<file path="src/rtl/qspi_apm_pkg.sv">
// Package: shared encodings for the automatic status polling unit.
// Assumes the command configuration functional-mode field is two bits wide.
package qspi_apm_pkg;

    // Functional mode value that selects automatic polling
    localparam logic [1:0] FMODE_AUTOPOLL = 2'b10;

    // Session state
    typedef enum logic [1:0] {
        APM_IDLE = 2'd0,
        APM_REQ  = 2'd1,
        APM_WAIT = 2'd2,
        APM_GAP  = 2'd3
    } apm_state_t;

endpackage

</file>
<file path="src/rtl/apm_status_cmp.sv">
// Module: masked status comparator.
// Splits the status word into byte lanes. A lane takes part only if its
// index is within the programmed length. Every enabled lane must agree on
// all masked bits for a hit. Purely combinational.
module apm_status_cmp #(
    parameter int NBYTES = 4,
    localparam int SW    = 8 * NBYTES,
    localparam int LW    = (NBYTES > 1) ? $clog2(NBYTES) : 1
) (
    input  logic [SW-1:0] data,
    input  logic [SW-1:0] expect_val,
    input  logic [SW-1:0] bit_en,
    input  logic [LW-1:0] len_m1,
    output logic          hit
);

    logic [NBYTES-1:0] lane_ok;

    for (genvar i = 0; i < NBYTES; i++) begin : g_lane
        logic [7:0] diff;
        logic       used;
        // Per-lane difference limited to masked bits
        always_comb begin
            diff       = (data[8*i +: 8] ^ expect_val[8*i +: 8]) & bit_en[8*i +: 8];
            used       = (LW'(i) <= len_m1);
            lane_ok[i] = !used || (diff == 8'h00);
        end
    end

    // Hit when all lanes agree
    assign hit = &lane_ok;

endmodule

</file>
<file path="src/rtl/apm_gap_timer.sv">
// Module: inter-poll interval counter.
// Loaded with the interval on each non-terminal read. Counts down on
// serial-clock ticks and reports expiry once the count reaches zero.
module apm_gap_timer #(
    parameter int IW = 16
) (
    input  logic          clk,
    input  logic          rst_n,
    input  logic          load,
    input  logic [IW-1:0] load_val,
    input  logic          run,
    input  logic          tick,
    output logic          expired
);

    logic [IW-1:0] cnt_q;

    // Load on request, otherwise decrement on tick while running
    always_ff @(posedge clk) begin
        if (!rst_n) begin
            cnt_q <= '0;
        end else if (load) begin
            cnt_q <= load_val;
        end else if (run && tick && (cnt_q != '0)) begin
            cnt_q <= cnt_q - 1'b1;
        end
    end

    assign expired = (cnt_q == '0);

endmodule

</file>
<file path="src/rtl/apm_match_flag.sv">
// Module: sticky match flag with write-1-to-clear and interrupt gating.
// A set and a clear in the same cycle leave the flag set, so no match is lost.
module apm_match_flag (
    input  logic clk,
    input  logic rst_n,
    input  logic set,
    input  logic clr,
    input  logic ie,
    output logic flag,
    output logic irq
);

    logic flag_q;

    // Flag register: set dominates clear
    always_ff @(posedge clk) begin
        if (!rst_n) begin
            flag_q <= 1'b0;
        end else if (set) begin
            flag_q <= 1'b1;
        end else if (clr) begin
            flag_q <= 1'b0;
        end
    end

    assign flag = flag_q;
    assign irq  = flag_q && ie;

endmodule

</file>
<file path="src/rtl/qspi_autopoll.sv">
// Module: automatic flash status polling unit (top).
// Runs a session of repeated status reads through the shared command
// sequencer (status_req / status_valid handshake). Each returned word goes
// to the comparator. A hit sets the match flag. The session either ends on
// the first hit or keeps polling until abort. Assumes the sequencer answers
// each request with exactly one status_valid pulse.
module qspi_autopoll #(
    parameter int STAT_BYTES = 4,
    parameter int IVL_W      = 16,
    localparam int SW        = 8 * STAT_BYTES,
    localparam int LW        = (STAT_BYTES > 1) ? $clog2(STAT_BYTES) : 1
) (
    input  logic          clk,
    input  logic          rst_n,
    input  logic          cmd_start,
    input  logic [1:0]    func_mode,
    input  logic          stop_on_match,
    input  logic          match_ie,
    input  logic          abort,
    input  logic          flag_clr,
    input  logic [SW-1:0] mask,
    input  logic [SW-1:0] match_val,
    input  logic [IVL_W-1:0] interval,
    input  logic [LW-1:0] len_m1,
    input  logic          sck_tick,
    input  logic          status_valid,
    input  logic [SW-1:0] status_data,
    output logic          status_req,
    output logic          busy,
    output logic          match_flag,
    output logic          irq,
    output logic          cmd_done
);
    import qspi_apm_pkg::*;

    apm_state_t state_q, state_d;
    logic       hit;
    logic       take_word;
    logic       word_hit;
    logic       gap_load;
    logic       gap_expired;
    logic       done_q;

    // Status compare
    apm_status_cmp #(.NBYTES(STAT_BYTES)) u_cmp (
        .data       (status_data),
        .expect_val (match_val),
        .bit_en     (mask),
        .len_m1     (len_m1),
        .hit        (hit)
    );

    // A returned word counts only while waiting and not aborted
    assign take_word = (state_q == APM_WAIT) && status_valid && !abort;
    assign word_hit  = take_word && hit;
    assign gap_load  = take_word && !(hit && stop_on_match);

    // Interval timer between reads
    apm_gap_timer #(.IW(IVL_W)) u_gap (
        .clk      (clk),
        .rst_n    (rst_n),
        .load     (gap_load),
        .load_val (interval),
        .run      (state_q == APM_GAP),
        .tick     (sck_tick),
        .expired  (gap_expired)
    );

    // Match flag and interrupt
    apm_match_flag u_flag (
        .clk   (clk),
        .rst_n (rst_n),
        .set   (word_hit),
        .clr   (flag_clr),
        .ie    (match_ie),
        .flag  (match_flag),
        .irq   (irq)
    );

    // Next-state decision for the polling session
    always_comb begin
        state_d = state_q;
        unique case (state_q)
            APM_IDLE: if (cmd_start && !abort && func_mode == FMODE_AUTOPOLL) state_d = APM_REQ;
            APM_REQ:  state_d = abort ? APM_IDLE : APM_WAIT;
            APM_WAIT: begin
                if (abort)                        state_d = APM_IDLE;
                else if (word_hit && stop_on_match) state_d = APM_IDLE;
                else if (take_word)               state_d = APM_GAP;
            end
            APM_GAP: begin
                if (abort)            state_d = APM_IDLE;
                else if (gap_expired) state_d = APM_REQ;
            end
            default: state_d = APM_IDLE;
        endcase
    end

    // State register
    always_ff @(posedge clk) begin
        if (!rst_n) state_q <= APM_IDLE;
        else        state_q <= state_d;
    end

    // Completion pulse on a terminating hit
    always_ff @(posedge clk) begin
        if (!rst_n) done_q <= 1'b0;
        else        done_q <= word_hit && stop_on_match;
    end

    assign status_req = (state_q == APM_REQ);
    assign busy       = (state_q != APM_IDLE);
    assign cmd_done   = done_q;

endmodule

</file>
<file path="config.mk">
export PLATFORM = sky130hd
export DESIGN_NAME = qspi_autopoll
export DESIGN_NICKNAME = d
export VERILOG_FILES = /design/src/rtl/qspi_apm_pkg.sv /design/src/rtl/apm_status_cmp.sv /design/src/rtl/apm_gap_timer.sv /design/src/rtl/apm_match_flag.sv /design/src/rtl/qspi_autopoll.sv
export SDC_FILE = /design/constraint.sdc
export NUM_CORES = 1
export LEC_CHECK = 0
export BUFFER_PORTS_ARGS = -buffer_cell sky130_fd_sc_hd__buf_2
export CAP_MARGIN = 20
export CORE_ASPECT_RATIO = 0.8
export CORE_MARGIN = 2
export CORE_UTILIZATION = 39
export DETAILED_ROUTE_END_ITERATION = 7
export MAX_ROUTING_LAYER = met4
export PLACE_DENSITY = 0.86
export RECOVER_POWER = 25
export SYNTH_ARGS = -nofsm -noshare
export SYNTH_HDL_FRONTEND = slang
export SYNTH_SLANG_ARGS = --single-unit
</file>
<file path="constraint.sdc">
create_clock -name clk -period 2.35 [get_ports clk]
set_input_delay 0.47 -clock clk [delete_from_list [all_inputs] [get_ports clk]]
set_output_delay 0.47 -clock clk [all_outputs]
set_load 0.05 [all_outputs]
</file>
Word-level counts from Yosys, hierarchy flattened
Cells that the tools add are included.
W data, S select, Z words.

operators by class
  magnitude comparators = 4
  equal/unequal tests = 7
  reductions and logical operators = 33
  bitwise operators = 8
  add/subtract/negate cells = 1
  muxes and demuxes = 12

operator list
  kind                     count
  $and A8 B8 Y8            4
  $logic_not A8 Y1         4
  $mux W16                 2
  $xor A8 B8 Y8            4
  $logic_not A16 Y1        1
  $reduce_bool A16 Y1      1
  $sub A16 B1 Y16 const B  1
  $mux W2                  7
  $logic_and A1 B1 Y1      11
  $pmux W2 S4              1
  $eq A2 B2 Y1 const B     3
  $logic_not A1 Y1         6
  $reduce_bool A2 Y1       3
  $le A1 B2 Y1 const A     2
  $le A2 B2 Y1 const A     2
  $logic_or A1 B1 Y1       4
  $ne A4 B3 Y1 const B     1
  $reduce_and A4 Y1        1
  $ne A3 B3 Y1 const B     1
  $reduce_and A3 Y1        1
  $eq A2 B1 Y1 const B     1
  $logic_not A2 Y1         1
  $mux W1                  2
  $ne A2 B2 Y1 const B     1

storage, ports and cells
  bits of input ports = 125
  register bits after elaboration = 20
  word-level logic and storage cells = 69

Depth between registers and ports, before layout
Gate-level depths: netlist (run 1).

  word-level depth = 10
  depth in mapped cells = 9
  mapped depth without buffers = 9

Modules after synthesis
Synthesis (run 1) repeated with hierarchy kept, for this count alone.

unflattened totals
  cells, all modules = 199
  area total of the unflattened synthesis = 1710.4 µm²

by module, submodules not included
  module          area an instance (µm²)  times used  sequential area each (µm²)  cells an instance
  apm_gap_timer   1009.7                  1           320.3                       119
  apm_status_cmp  464.2                   1           0.0                         54
  qspi_autopoll   187.7                   1           60.1                        22
  apm_match_flag  48.8                    1           20.0                        4

Least setup slack after synthesis (run 1)
OpenSTA, ideal clock, no wires.

  path kind = register -> register
  start = reg u_gap.cnt_q[0]
  end = reg u_gap.cnt_q[13]
  slack = 438 ps
  cell stages (with the launch flop) = 9
  data required time = 2271 ps
  arrival = 1833 ps
  path through = dfxtp_1 -> inv_1 -> ha_1 -> nor4b_2 -> nand4_1 -> or3b_4 -> nor4_4 -> xnor2_1 -> a211oi_2

between the ends
  longest elaborated chain between the ends = 3
  elaborated cells between the ends (all ways) = 6

RTL lines
  what                                                    line                                      text
  start: declaration                                      apm_gap_timer.sv:16                       logic [IW-1:0] cnt_q;
  start signal: assignment                                apm_gap_timer.sv:23                       cnt_q <= load_val;
  start signal: assignment                                apm_gap_timer.sv:25                       cnt_q <= cnt_q - 1'b1;
  $sub A16 B1 Y16 or $reduce_bool A16 Y1 (tied branches)  apm_gap_timer.sv:25, apm_gap_timer.sv:24
  $mux W16 or $logic_and A1 B1 Y1 (tied branches)         apm_gap_timer.sv:24                       end else if (run && tick && (cnt_q != '0)) begin
  $mux W16 or $reduce_bool A2 Y1 (tied branches)          n/a

Parallel ways exist; a longest one is shown, timed or not. The select of a mux whose other input is x is not followed.
A chain may end at the register's enable or synchronous reset.

Worst setup path in the final report (run 1)
Ends and elaborated chain as after synthesis.

==> qor.txt, run 1 <==
capturing element type of the critical path: flip-flop
leakage: 1.16 nW
reg-to-reg critical path startpoint: u_gap.cnt_q[0]$_SDFFE_PN0P_
xor/xnor cell area share of the yosys netlist: 24.6%
total of flip-flops plus latches after synthesis: 20
layout filler cell count: 348
Final Net Count: 453
CTS max path bufs: 2
post-CTS setup buffer count: 0
TritonCTS clock tree: done
Critical Path Fanout Max: 4
CTS buffer count: 3
Ys Warns: 0
endpoints failing hold: 0
arrival time at the worst endpoint: 2.33 ns
depth of the most critical reg-to-reg path: 8
top cell type's share of synthesized area: 25.0%
HP Start: interval[1]
final non-filler cell total: 381
initial antenna violation count: 0
depth of the CTS H-tree: 1
initial DRC count: 83
average wire per cell in the routed design: 12.4 um
count of antenna-violating nets left after detailed routing: 0
share of the synthesized area in compound gates (AO/OA/AOI/OAI): 21.2%
standard-cell rows: 20
weighted congestion at the end of routability-driven global placement: 0.841
number of pins exceeding their max-slew limit in the final report: 0
setup repair after global routing missed its margin: no
estimated wirelength of the detail-placed design: 4090 um
detailed-route wire length: 4730 um
number of cells on the worst hold path: 3
number of unique standard cell types used by synthesis: 40
remaining design rule violation count: 0
vias per cell: 4.88
overall die area: 4630 sq um
Max Clock Skew: 0.00961 ns
Reg-to-Reg End: u_gap.cnt_q[13]$_SDFFE_PN0P_
post-synthesis net count: 322
hold path endpoint: u_gap.cnt_q[1]$_SDFFE_PN0P_
proportion of layout cells with a drive suffix above 1: 41.4%
placed instance count: 377
via count: 1859
Boundary Pins: 130
Worst EP required: 2.54 ns
maximum number of pins on one net before global-route repair: 31
antenna fix cells: 0
most area-consuming cells after synthesis: dfxtp_1, xor2_1, a22oi_1
Total Routing Usage GR: 22.4%
setup TNS: 0 ns
Clock Sinks: 20
simple-gate share of the synthesized area: 24.4%
post-layout power: 887 uW
adder-cell share of the synthesized area: 0.782%
final setup fails: 0
shortest clock period the worst path allows after layout: 2.14 ns
proportion of synthesized chip area in sequential cells: 25.0%
Die Y-Extent: 61.3 um
global route total overflow: 0
post-synthesis mux area share: 0%
root buffer selected by CTS: clkbuf_8
type of the setup path with the least slack: reg -> reg
main combinational cell family by area after synthesis: XOR/XNOR gates
Hold Crit Class: in -> reg
result of the run: finished clean
DIE WIDTH: 75.6 um
power density over cell area: 374 nW/um^2
critical path startpoint category: flip-flop
Floorplan Core Area: 3880 sq um
wire length of the first global-routing pass: 7790 um
Starting Density: 41.3%
Worst VDD drop: 0.000181 V
average instance area after synthesis: 8.16 sq um
post-synth top area cell: dfxtp_1
highest attainable clock frequency: 0.467 GHz
Gate Count Post-Synth: 196
Clock transition at path regs: 0.08 ns
total of cells resized after clock tree synthesis: 0
area of the mapped netlist: 1600 sq um
detailed-router iteration count before antenna repair: 4
max-cap violations: 0
vias in the first global route: 1889
Worst Tran Pin Value: 0.708 ns
share of the clock period used by the worst path after layout: 91.1%
Hold-fix buffers, CTS: 0
slack of the worst reg-to-reg path: 0.21 ns
source-to-sink clock delay at the later pin of the worst-skew pair: 0.26 ns
Syn-to-layout area delta: 48.1%
number of I/O port buffers: 129
relative slew slack: 52.1%
[cells in the final DEF, fill, tap and decap left out, drive strengths merged, types with 2 or more instances in the layout]
| master | netlist | layout |
|---|---|---|
| xnor2 | 11 | 11 |
| dfxtp | 20 | 20 |
| nor3 | 8 | 8 |
| nor2 | 23 | 23 |
| nand3 | 4 | 4 |
| inv | 9 | 9 |
| a21oi | 6 | 6 |
| nor2b | 2 | 2 |
| nand2 | 8 | 8 |
| clkbuf | 2 | 8 |
| nor4bb | 2 | 2 |
| a211oi | 12 | 12 |
| a22oi | 16 | 16 |
| xor2 | 34 | 34 |
| nand4 | 5 | 5 |
| buf | 2 | 125 |
| o21ai | 7 | 7 |
| nor4 | 5 | 5 |
| and3 | 2 | 2 |
| nand2b | 2 | 2 |
[logic make-up (layout without fill, tap and decap cells)]
kind of cell / after synthesis / count (layout)
and+or+nand+nor: 69 / 69
AOI/OAI and AO/OA: 48 / 48
xor gates and xnor gates: 45 / 45
DFF: 20 / 20
buffers and inverters: 13 / 143
adders and majority gates: 1 / 1
[worst max-delay path: stages (launching register included)]
cell	delay, ns
dfxtp_1	0.38
inv_1	0.08
ha_1	0.23
nor4b_2	0.18
nand4_1	0.11
or3b_4	0.43
nor4_4	0.32
xnor2_1	0.12
a211oi_2	0.21
[worst max path at each step]
stage	start	endpoint	slack, ns	cells after the start
floorplan	u_gap.cnt_q[0]$_SDFFE_PN0P_	u_gap.cnt_q[13]$_SDFFE_PN0P_	0.44	8
global placement	match_val[15]	u_gap.cnt_q[11]$_SDFFE_PN0P_	0.29	9
detailed placement	match_val[23]	u_gap.cnt_q[8]$_SDFFE_PN0P_	0.20	9
CTS	u_gap.cnt_q[0]$_SDFFE_PN0P_	u_gap.cnt_q[13]$_SDFFE_PN0P_	0.20	8
global route	u_gap.cnt_q[0]$_SDFFE_PN0P_	u_gap.cnt_q[13]$_SDFFE_PN0P_	0.05	8
finish	u_gap.cnt_q[0]$_SDFFE_PN0P_	u_gap.cnt_q[13]$_SDFFE_PN0P_	0.21	8
[through the flow]
stage                     cell area, sq um  hold slack [ns]  util (%)  setup WS (ns)
after floorplan                       1600            0.482         -          0.438
after global placement                2300            0.497      59.4          0.292
after detailed placement              2300            0.520      59.4          0.198
after CTS                             2380            0.457      61.3          0.204
after global routing                  2370            0.475      61.1         0.0488
final                                 2370            0.458      61.1          0.209
[flip-flops by register name, indices dropped and copies added, names as in the netlist]
name / cells
state_q: 2
u_gap.cnt_q: 16
u_flag.flag: 1
cmd_done: 1
[per-layer routing]
layer / GRT usage [%] / wire length, um
met3: 4.58 / 265
met5: - / 0
met4: 3.76 / 44
met2: 42.0 / 2390
met1: 25.0 / 2040
[where the power goes]
group	total, mW	switching [mW]	internal [mW]
sequential	0.342	0.00168	0.340
combinational	0.206	0.0866	0.120
clock	0.339	0.111	0.227
[area by class of cell]
| cell class | count | area [sq um] | share of cell area (%) |
|---|---|---|---|
| Inverter | 9 | 33.8 | 1.43 |
| Tap cell | 55 | 68.8 | 2.90 |
| Timing Repair Buffer | 130 | 659 | 27.8 |
| Clock buffer | 3 | 41.3 | 1.74 |
| Clock inverter | 1 | 30.0 | 1.27 |
| Multi-Input combinational cell | 163 | 1140 | 47.9 |
| Sequential cell | 20 | 400 | 16.9 |
[synthesized netlist by cell type]
| master | number |
|---|---|
| a211o_1 | 1 |
| a211oi_1 | 11 |
| a211oi_2 | 1 |
| a21oi_1 | 6 |
| a22oi_1 | 16 |
| a31o_2 | 1 |
| a31oi_1 | 1 |
| a32oi_1 | 1 |
| a41oi_1 | 1 |
| and2_1 | 1 |
| and2b_1 | 1 |
| and3_1 | 2 |
| buf_6 | 2 |
| clkbuf_1 | 2 |
| dfxtp_1 | 20 |
| ha_1 | 1 |
| inv_1 | 9 |
| nand2_1 | 8 |
| nand2b_1 | 2 |
| nand3_1 | 4 |
| nand4_1 | 5 |
| nand4b_1 | 1 |
| nor2_1 | 23 |
| nor2b_1 | 2 |
| nor3_1 | 7 |
| nor3_2 | 1 |
| nor4_1 | 4 |
| nor4_4 | 1 |
| nor4b_2 | 1 |
| nor4bb_1 | 2 |
| o2111ai_1 | 1 |
| o21ai_0 | 6 |
| o21ai_1 | 1 |
| o22a_1 | 1 |
| or3_1 | 1 |
| or3b_4 | 1 |
| or4_1 | 1 |
| or4bb_1 | 1 |
| xnor2_1 | 11 |
| xor2_1 | 34 |
Note: power is estimated with default switching activity, not from simulation.
==> run 2, diff against run 1 <==
--- a/config.mk
+++ b/config.mk
@@ -9,11 +9,12 @@
 export CAP_MARGIN = 20
 export CORE_ASPECT_RATIO = 0.8
 export CORE_MARGIN = 2
-export CORE_UTILIZATION = 39
+export CORE_UTILIZATION = 40
 export DETAILED_ROUTE_END_ITERATION = 7
 export MAX_ROUTING_LAYER = met4
 export PLACE_DENSITY = 0.86
 export RECOVER_POWER = 25
 export SYNTH_ARGS = -nofsm -noshare
 export SYNTH_HDL_FRONTEND = slang
+export SYNTH_HIERARCHICAL = 1
 export SYNTH_SLANG_ARGS = --single-unit
==> qor.txt, run 2 <==
most area-consuming cells after synthesis: dfxtp_1, xor2_1, a22oi_1
Largest Register: u_gap/cnt_q
proportion of layout cells with a drive suffix above 1: 48.8%
vias in the first global route: 2050
vias per cell: 5.35
xor/xnor cell area share of the yosys netlist: 20.5%
initial antenna violation count: 0
Floorplan Core Area: 4150 sq um
source-to-sink clock delay at the later pin of the worst-skew pair: 0.26 ns
adder-cell share of the synthesized area: 0.732%
CTS buffer count: 3
number of enable flip-flop cells after synthesis: 0
number of flip-flops in the largest register: 16
Total Routing Usage GR: 24.0%
Ys Warns: 6
largest stage delay on the critical path: 0.35 ns
initial DRC count: 209
number of I/O port buffers: 129
estimated wirelength of the detail-placed design: 4720 um
most common library cell in the layout ignoring fill and taps: buf_2
remaining design rule violation count: 0
commonest cells after routing, fill and taps aside: buf_2, xor2_1, dfxtp_1
weighted congestion at the end of routability-driven global placement: 0.942
count of antenna-violating nets left after detailed routing: 0
main combinational cell family by area after synthesis: compound AO/OA/AOI/OAI gates
Syn-to-layout area delta: 50.5%
antenna fix cells: 0
layout filler cell count: 380
top layer in use: met4
leakage: 1.25 nW
capturing element type of the critical path: flip-flop
TritonCTS clock tree: done
wire length of the first global-routing pass: 9180 um
power density over cell area: 308 nW/um^2
post-synthesis mux area share: 0%
part of the power in registers: 42.9%
most common cell in the netlist: xor2_1
Comb power frac: 27.8%
Top Registers: u_gap/cnt_q x16, state_q x2
maximum number of pins on one net before global-route repair: 19
Die Y-Extent: 62.5 um
clock share of power: 29.2%
internal power consumption: 577 uW
Critical Path Fanout Max: 7
top cell type's share of synthesized area: 23.4%
final setup fails: 0
DIE WIDTH: 77.1 um
CTS max path bufs: 2
average wire per cell in the routed design: 15.2 um
standard-cell rows: 21
met3 routed WL: 455 um
fraction of synthesis flops using an asynchronous set or reset pin: 0%
arrival time at the worst endpoint: 2.43 ns
ys flop type: dfxtp_1
post-synth top area cell: dfxtp_1
depth of the CTS H-tree: 1
Hold Crit Class: in -> reg
detailed-route wire length: 5930 um
detailed route wirelength on metal2: 2940 um
Worst VDD drop: 0.000169 V
Starting Density: 41.2%
Switching Power: 216 uW
share of total power consumed by net switching: 27.2%
number of pins exceeding their max-slew limit in the final report: 0
Max Clock Skew: 0.00240 ns
post-synthesis net count: 325
overall die area: 4820 sq um
Worst EP required: 2.50 ns
hold slack final: 0.441 ns
endpoints failing hold: 0
average instance area after synthesis: 8.59 sq um
type of the setup path with the least slack: in -> reg
post-route met1 wirelength: 2480 um
result of the run: finished clean
detailed-router iteration count before antenna repair: 4
critical path startpoint category: input port
proportion of synthesized chip area in sequential cells: 23.4%
relative slew slack: 56.8%
setup repair after global routing missed its margin: yes
Worst Tran Pin Value: 0.650 ns
setup TNS: 0 ns
share of the clock period used by the worst path after layout: 97.2%
share of the synthesized area in compound gates (AO/OA/AOI/OAI): 28.7%
final non-filler cell total: 391
number of unique standard cell types used by synthesis: 55
cell-by-cell trace of the critical path: buf_6, xor2_1, a22o_1, a221oi_2, nand4b_1, a221oi_2, a21oi_2, buf_12, buf_6, nor4b_2, nor3_1
Clock transition at path regs: 0.07 ns
max-cap violations: 0
Synth top cells by count: xor2_1, dfxtp_1, a21oi_1
Gate Count Post-Synth: 199
via count: 2093
Final Net Count: 462
Boundary Pins: 130
shortest clock period the worst path allows after layout: 2.28 ns
highest attainable clock frequency: 0.438 GHz
Clock Sinks: 20
Layout Utilization: 62.0%
cell at the slowest stage of the critical path: a221oi_2
area of the mapped netlist: 1710 sq um
global route total overflow: 0
root buffer selected by CTS: clkbuf_8
placed instance count: 386
total of flip-flops plus latches after synthesis: 20
simple-gate share of the synthesized area: 24.3%
run 2: cell types whose count changed after synthesis, sizes merged, moves of 6 or more:
cell / change
a211oi: -10
xnor2: -8
nor2: -15
o21ai: +6
a21oi: +9
or3: +8
run 2: path summary, 6_finish.rpt:
path                                     start                           end  slack [ns]  cells past startpoint
setup / recovery               status_data[19]   u_gap/cnt_q[4]$_SDFFE_PN0P_        0.07                     11
hold / removal                    interval[10]  u_gap/cnt_q[10]$_SDFFE_PN0P_        0.44                      3
setup reg to reg   u_gap/cnt_q[0]$_SDFFE_PN0P_   u_gap/cnt_q[0]$_SDFFE_PN0P_        0.19                      7
hold reg to reg   u_gap/cnt_q[15]$_SDFFE_PN0P_  u_gap/cnt_q[15]$_SDFFE_PN0P_        0.49                      2
run 2: through the flow:
stage | setup slack, ns | total power, mW | instance area [sq um]
final | 0.0658 | 0.793 | 2570
after global routing | -0.0418 | 0.833 | 2570
after CTS | 0.0919 | 0.794 | 2510
after detailed placement | -0.179 | 0.564 | 2470
after global placement | -0.0825 | 0.556 | 2470
after floorplan | 0.0180 | 0.430 | 1720
run 2: final cells by class:
| type | count | area [sq um] | area share [%] |
|---|---|---|---|
| flip-flops and latches | 20 | 400 | 15.6 |
| well taps | 57 | 71.3 | 2.77 |
| repair buffers | 136 | 731 | 28.4 |
| multi-input cells | 170 | 1310 | 50.9 |
| clock buffers | 3 | 41.3 | 1.60 |
| inverters | 5 | 18.8 | 0.729 |
run 2: worst max-delay path: cells and delay by family:
kind / cells / cell delay (ns)
AO/OA/AOI/OAI: 4 / 0.93
AND/OR/NAND/NOR: 3 / 0.51
buffers and inverters: 3 / 0.37
XOR/XNOR: 1 / 0.15
run 2: logic make-up (layout without fill, tap and decap cells):
group	count (synthesis)	count (layout)
compound gates	67	67
xor+xnor	40	40
fa+ha+maj	1	1
buf+inv	9	144
flops	20	20
simple gates	62	62
run 2: repair_timing:
action	in CTS	in global routing
setup buffers	0	2
hold buffers	0	0
resized for setup	0	14
setup endpoints to repair	0	6
run 2: power groups by stage:
stage / Combinational (mW) / Sequential, mW / Clock (mW)
2_1_floorplan: 0.0818 / 0.348 / 0
3_3_place_gp: 0.208 / 0.348 / 0
3_5_place_dp: 0.216 / 0.349 / 0
4_1_cts: 0.217 / 0.341 / 0.237
5_1_grt: 0.242 / 0.341 / 0.250
6_report: 0.221 / 0.341 / 0.232
run 2: routing by layer:
| metal | vias to the layer above | track usage (%) |
|---|---|---|
| met5 | - | - |
| met1 | 954 | 30.9 |
| met4 | 0 | 4.91 |
| met2 | 101 | 39.9 |
| met3 | 8 | 4.34 |
| li1 | 1030 | - |
